File: config.mk
export PLATFORM = sky130hd
export DESIGN_NAME = layer_blend_stage
export DESIGN_NICKNAME = d
export VERILOG_FILES = /design/src/rtl/layer_blend_stage.sv
export SDC_FILE = /design/constraint.sdc
export NUM_CORES = 2
export LEC_CHECK = 0
export ABC_AREA = 1
export BUFFER_PORTS_ARGS = -buffer_cell sky130_fd_sc_hd__clkbuf_2
export CORE_MARGIN = 2
export CORE_UTILIZATION = 44
export CTS_BUF_LIST = sky130_fd_sc_hd__clkbuf_2
export DETAILED_ROUTE_END_ITERATION = 10
export MAX_ROUTING_LAYER = met4
export PLACE_DENSITY = 0.59
export SYNTH_ARGS = -nofsm -noshare
export SYNTH_HDL_FRONTEND = slang
export SYNTH_SLANG_ARGS = --single-unit
File: constraint.sdc
create_clock -name clk -period 31.7 [get_ports clk]
set_input_delay 9.51 -clock clk [delete_from_list [all_inputs] [get_ports clk]]
set_output_delay 9.51 -clock clk [all_outputs]
set_load 0.05 [all_outputs]
File: src/rtl/layer_blend_stage.sv
module layer_blend_stage #(
  parameter int CW = 10,
  parameter int AW = 8
) (
  input  logic          clk,
  input  logic          rst_n,
  input  logic          frame_start,
  input  logic          cfg_we,
  input  logic [1:0]    cfg_mode,
  input  logic [1:0]    cfg_alpha_mode,
  input  logic          cfg_premult,
  input  logic          cfg_overlap_only,
  input  logic [AW-1:0] cfg_global_alpha,
  input  logic [AW-1:0] cfg_global_gain,
  input  logic [CW-1:0] cfg_bg_r,
  input  logic [CW-1:0] cfg_bg_g,
  input  logic [CW-1:0] cfg_bg_b,
  input  logic          top_valid,
  input  logic [CW-1:0] top_r,
  input  logic [CW-1:0] top_g,
  input  logic [CW-1:0] top_b,
  input  logic [AW-1:0] top_a,
  input  logic          bot_valid,
  input  logic [CW-1:0] bot_r,
  input  logic [CW-1:0] bot_g,
  input  logic [CW-1:0] bot_b,
  input  logic [AW-1:0] bot_a,
  output logic          out_valid,
  output logic [CW-1:0] out_r,
  output logic [CW-1:0] out_g,
  output logic [CW-1:0] out_b,
  output logic [AW-1:0] out_a
);
  localparam int WW   = CW + AW + 1;
  localparam int CFGW = 6 + 2*AW + 3*CW;
  localparam logic [AW-1:0] AONE = '1;
  localparam logic [WW-1:0] DIV  = WW'((1 << AW) - 1);
  localparam logic [WW-1:0] HALF = WW'(((1 << AW) - 1) / 2);
  localparam logic [WW-1:0] CLIM = WW'((1 << CW) - 1);
  localparam logic [CFGW-1:0] CFG_RST = {2'd0, 2'd0, 1'b0, 1'b0, AONE, AONE, {(3*CW){1'b0}}};

  function automatic logic [WW-1:0] rnd(input logic [WW-1:0] p);
    rnd = (p + HALF) / DIV;
  endfunction

  logic [CFGW-1:0] stg_cfg, act_cfg, wr_cfg;
  logic [1:0]      act_mode, act_amode;
  logic            act_pm, act_ovl;
  logic [AW-1:0]   act_ga, act_gg;
  logic [CW-1:0]   act_bg_r, act_bg_g, act_bg_b;

  assign wr_cfg = {cfg_mode, cfg_alpha_mode, cfg_premult, cfg_overlap_only,
                   cfg_global_alpha, cfg_global_gain, cfg_bg_r, cfg_bg_g, cfg_bg_b};
  assign {act_mode, act_amode, act_pm, act_ovl, act_ga, act_gg,
          act_bg_r, act_bg_g, act_bg_b} = act_cfg;

  always_ff @(posedge clk) begin
    if (!rst_n) begin
      stg_cfg <= CFG_RST;
      act_cfg <= CFG_RST;
    end else begin
      if (cfg_we)      stg_cfg <= wr_cfg;
      if (frame_start) act_cfg <= cfg_we ? wr_cfg : stg_cfg;
    end
  end

  logic [WW-1:0] gained;
  logic [AW-1:0] a_w, inv_w, beff_a;
  assign gained = rnd(WW'(top_a) * WW'(act_gg));
  assign a_w    = (act_amode == 2'd2) ? act_ga :
                  (act_amode == 2'd1) ? gained[AW-1:0] : top_a;
  assign inv_w  = AONE - a_w;
  assign beff_a = bot_valid ? bot_a : AONE;

  logic [WW-1:0] blend_a_w;
  assign blend_a_w = WW'(a_w) + rnd(WW'(beff_a) * WW'(inv_w));

  logic [CW-1:0] top_c [3];
  logic [CW-1:0] bot_c [3];
  logic [CW-1:0] bg_c  [3];
  logic [CW-1:0] mix_c [3];
  logic [CW-1:0] nxt_c [3];
  logic [CW-1:0] out_c [3];

  assign top_c = '{top_r, top_g, top_b};
  assign bot_c = '{bot_r, bot_g, bot_b};
  assign bg_c  = '{act_bg_r, act_bg_g, act_bg_b};

  for (genvar ch = 0; ch < 3; ch++) begin : g_chan
    logic [CW-1:0] beff;
    logic [WW-1:0] bterm, straight, premul;
    assign beff     = bot_valid ? bot_c[ch] : bg_c[ch];
    assign bterm    = WW'(beff) * WW'(inv_w);
    assign straight = rnd(WW'(top_c[ch]) * WW'(a_w) + bterm);
    assign premul   = WW'(top_c[ch]) + rnd(bterm);
    assign mix_c[ch] = act_pm ? ((premul > CLIM) ? CLIM[CW-1:0] : premul[CW-1:0])
                              : straight[CW-1:0];
  end

  logic          nxt_v;
  logic [AW-1:0] nxt_a;

  always_comb begin
    nxt_v = 1'b0;
    nxt_c = bg_c;
    nxt_a = AONE;
    case (act_mode)
      2'd0: if (bot_valid) begin
        nxt_v = 1'b1; nxt_c = bot_c; nxt_a = bot_a;
      end
      2'd1: if (top_valid) begin
        nxt_v = 1'b1; nxt_c = top_c; nxt_a = top_a;
      end
      2'd2: if (top_valid) begin
        nxt_v = 1'b1; nxt_c = top_c; nxt_a = AONE;
      end
      default: begin
        if (top_valid && (bot_valid || !act_ovl)) begin
          nxt_v = 1'b1; nxt_c = mix_c; nxt_a = blend_a_w[AW-1:0];
        end else if (top_valid) begin
          nxt_v = 1'b1; nxt_c = top_c; nxt_a = top_a;
        end else if (bot_valid) begin
          nxt_v = 1'b1; nxt_c = bot_c; nxt_a = bot_a;
        end
      end
    endcase
  end

  always_ff @(posedge clk) begin
    if (!rst_n) begin
      out_valid <= 1'b0;
      out_c     <= '{default: '0};
      out_a     <= '0;
    end else begin
      out_valid <= nxt_v;
      out_c     <= nxt_c;
      out_a     <= nxt_a;
    end
  end

  assign out_r = out_c[0];
  assign out_g = out_c[1];
  assign out_b = out_c[2];

  a_r1_active_holds: assert property (@(posedge clk) disable iff (!rst_n)
    !frame_start |=> $stable(act_cfg));

  a_r3_bypass_forwards: assert property (@(posedge clk) disable iff (!rst_n)
    (act_mode == 2'd0 && bot_valid) |=>
      (out_valid && out_r == $past(bot_r) && out_b == $past(bot_b) && out_a == $past(bot_a)));

  a_r5_top_only_opaque: assert property (@(posedge clk) disable iff (!rst_n)
    (act_mode == 2'd2 && top_valid) |=> (out_valid && out_a == AONE && out_g == $past(top_g)));

  a_r10_empty_fill: assert property (@(posedge clk) disable iff (!rst_n)
    (!top_valid && !bot_valid) |=> (!out_valid && out_a == AONE && out_r == $past(act_bg_r)));

  a_r13_alpha_not_below_weight: assert property (@(posedge clk) disable iff (!rst_n)
    (act_mode == 2'd3 && top_valid && bot_valid) |=> (out_a >= $past(a_w)));
endmodule

==> run_results.csv <==
group,metric,value,unit
run_status,status,"finished, violations left",
run_status,violations,"negative setup slack",
setup_path,crit_path_end_kind,"flip-flop",
setup_path,path_max_fanout,7,
route,viasPerCell,5.030,
layout,drive_above_1_share,0.3293,
timing,hold_ws,0.4891,ns
grt,grt_pass1_wl,255.8,mm
route,avgRoutedWirePerCell,15.55,microns
timing,fin_ws,-1.114,ns
yosys,synth_mux_area_frac,0.01100,
timing,setup_viol,17,
hold_path,worstHoldStart,"stg_cfg[45]$_SDFF_PN1_",
clock_tree,numCtsBuffers,17,
timing,rsz0062_at_grt,"true",
yosys,synth-seq-cells,143,
yosys,synth_top_family_by_area,"simple AND/OR/NAND/NOR gates",
route,drtAntennaViolNets,0,
layout,multi_input_area,41990,sq um
flow_run,cap_violations,0,
die,ioPinCount,173,
layout,regArea,2864,sq um
yosys,synthesis.nets,8403,
setup_path,r2r_setup_slack,6.94,ns
yosys,syn_avg_cell_area,6.362,sq um
placed_design,pre_cts_slack,-2.667,ns
timing,clock_skew,0.06446,ns
clock_tree,cts_tree,"yes",
yosys,async_flop_share,0,
yosys,ys_seq_area_frac,0.06049,
timing,worstMarginPinSlew,1.100,ns
clock_tree,cts.sinks,143,
setup_path,r2r_end,"out_r[0]$_SDFF_PN0_",
yosys,mappedNetlistArea,47330,sq um
yosys,synth_common_cells,"1915 x nand2_1, 1338 x inv_1, 799 x nor2_1, 439 x fa_1, 391 x ha_1",
yosys,yosysTopAreaCell,"fa_1",
timing,hold_violations,0,
timing,post-route-min-period,32.81,ns
yosys,synth-compound-area-share,0.1022,
layout,nNetsFinal,9861,
hold_path,holdPathStages,2,
route,wl,160.6,mm
setup_path,start_kind,"input pin",
route,drt_iter0_markers,3297,
placed_design,dp_hpwl,128.2,mm
setup_path,crit_type,"in -> reg",
route,drc,0,
clock_tree,clk_path_buf_depth,2,
die,die_y,332.0,microns
grt,first_global_vias,50340,
setup_path,cp_slowest_cell,"fa_1",
yosys,synth-edff-count,0,
grt,grt_antenna_before_repair,19,
timing,slew_viol_final,0,
die,rows,120,
die,start_util,0.4427,
die,die-area,110200,sq um
timing,final.period_utilization,1.035,
hold_path,min_to,"stg_cfg[45]$_SDFF_PN1_",
yosys,synthAdderAreaFrac,0.2891,
yosys,ys_top_cells_by_area,"fa_1 19%, nand2_1 15%, inv_1 11%",
yosys,synthSimpleGateAreaFrac,0.3649,
hold_path,hold_path_class,"reg -> reg",
route,first_pass_iters,5,
yosys,synthMostInstantiatedCell,"nand2_1",
clock_tree,htree_levels,4,
clock_tree,cts_root_buffer,"clkbuf_2",
die,die_w,332.0,microns
placed_design,place_congestion,0.9461,
timing,fmax,30.47,MHz
yosys,ys_types,77,
yosys,syn_inst,7439,
setup_path,cpMostUsedCell,"nor2_4",
route,num_vias,51960,
die,core,106900,sq um
setup_path,rr_startpoint,"act_cfg[32]$_SDFFE_PN1P_",
setup_path,slowest_delay,0.57,ns
yosys,synth-main-ff-cell,"dfxtp_1",
clock_tree,path_clk_slew,0.28,ns
grt,grt_usage,0.2903,
placed_design,port_buffers,172,
grt,grt-ovfl-total,0,
yosys,ys.warnings.count,0,
setup_path,reg2reg_depth,176,
yosys,synth_top_cell_area_share,0.1857,
yosys,synth_xor_area_frac,0.04302,
layout,area_growth,35.83,%
layout,fillers,10160,
timing,relSlewSlack,0.2587,
setup_path,cp.required,32.48,ns
setup_path,arrival,33.60,ns
grt,grt_max_degree,75,
clock_tree,clk_latency,0.86,ns
-- area by class of cell --
| type | instances | area share |
|---|---|---|
| antenna | 18 | 0.0007007 |
| clock buffer | 17 | 0.001324 |
| clock inverter | 14 | 0.002803 |
| inverter | 1430 | 0.08488 |
| multi-input combinational | 5704 | 0.6531 |
| sequential | 143 | 0.04455 |
| tap | 1403 | 0.02731 |
| timing repair buffer | 1601 | 0.1853 |
-- routing by layer --
layer  vias to the layer above  share of wire  track usage
li1                      26060              -            -
met1                     24350           0.44       0.3730
met2                      1303           0.47       0.4811
met3                       242          0.066      0.04338
met4                         0          0.027      0.06615
met5                         -              0            -
-- stage by stage --
stage	utilization	setup TNS [ns]	instances	cell area, sq um
final	0.6013	-7.720	10330	64280
after global routing	0.6013	-49.23	10330	64280
after CTS	0.5670	-4.480	10160	60620
after detailed placement	0.5436	-35.12	9940	58110
after global placement	0.5436	-25.92	9940	58110
after floorplan	-	-3.030	7439	48030
-- sequential cells by signal (all words and copies together) (netlist names) --
| register | flops |
|---|---|
| out_valid | 1 |
| out_g | 10 |
| out_r | 10 |
| out_b | 10 |
| stg_cfg | 52 |
| out_a | 8 |
| act_cfg | 52 |
-- cell families (layout without fill, tap and decap cells) --
logic type               count (synthesis)  count (layout)
buffers and inverters                 1594            3062
AO/OA/AOI/OAI                          838             838
adder cells (fa/ha/maj)                830             830
flip-flops                             143             143
multiplexers                            52              52
other                                    0              18
AND/OR/NAND/NOR                       3753            3755
XOR/XNOR                               229             229
-- worst max path at each step --
stage | cells after the start | startpoint | endpoint
final | 177 | top_a[6] | out_r[0]$_SDFF_PN0_
after global placement | 170 | top_a[5] | out_g[0]$_SDFF_PN0_
after floorplan | 188 | top_a[5] | out_g[0]$_SDFF_PN0_
after global routing | 189 | top_a[5] | out_r[0]$_SDFF_PN0_
after detailed placement | 179 | top_a[5] | out_g[0]$_SDFF_PN0_
after CTS | 186 | top_a[4] | out_g[0]$_SDFF_PN0_
-- cells in the final DEF (no fill, tap or decap), types with 136 or more instances in the layout --
cell / instances
nand2_1: 1716
buf_4: 1387
inv_1: 1264
nor2_1: 635
fa_1: 430
ha_1: 352
nand3_1: 308
nand2_2: 301
o21ai_0: 229
a21oi_1: 194
clkbuf_2: 181
xor2_1: 148
nor2_2: 143
dfxtp_1: 142
inv_2: 136
-- worst max-delay path, delay by kind of cell --
family	cells	cell delay (ns)
xor+xnor	5	1.11
simple gates	103	10.27
fa+ha+maj	17	7.06
buf+inv	36	3.13
compound gates	16	2.49
-- what timing repair did --
| item | 4_1_cts | 5_1_grt |
|---|---|---|
| resized for setup | 222 | 693 |
| setup endpoints to repair | 17 | 38 |
| cloned | 1 | 2 |
| hold buffers | 0 | 0 |
| pin swaps | 162 | 448 |
| buffers inserted | 188 | 152 |
Power is left out: the tool's default activity adds up to more than one toggle a clock period on the data nets, which glitch-free logic cannot reach.
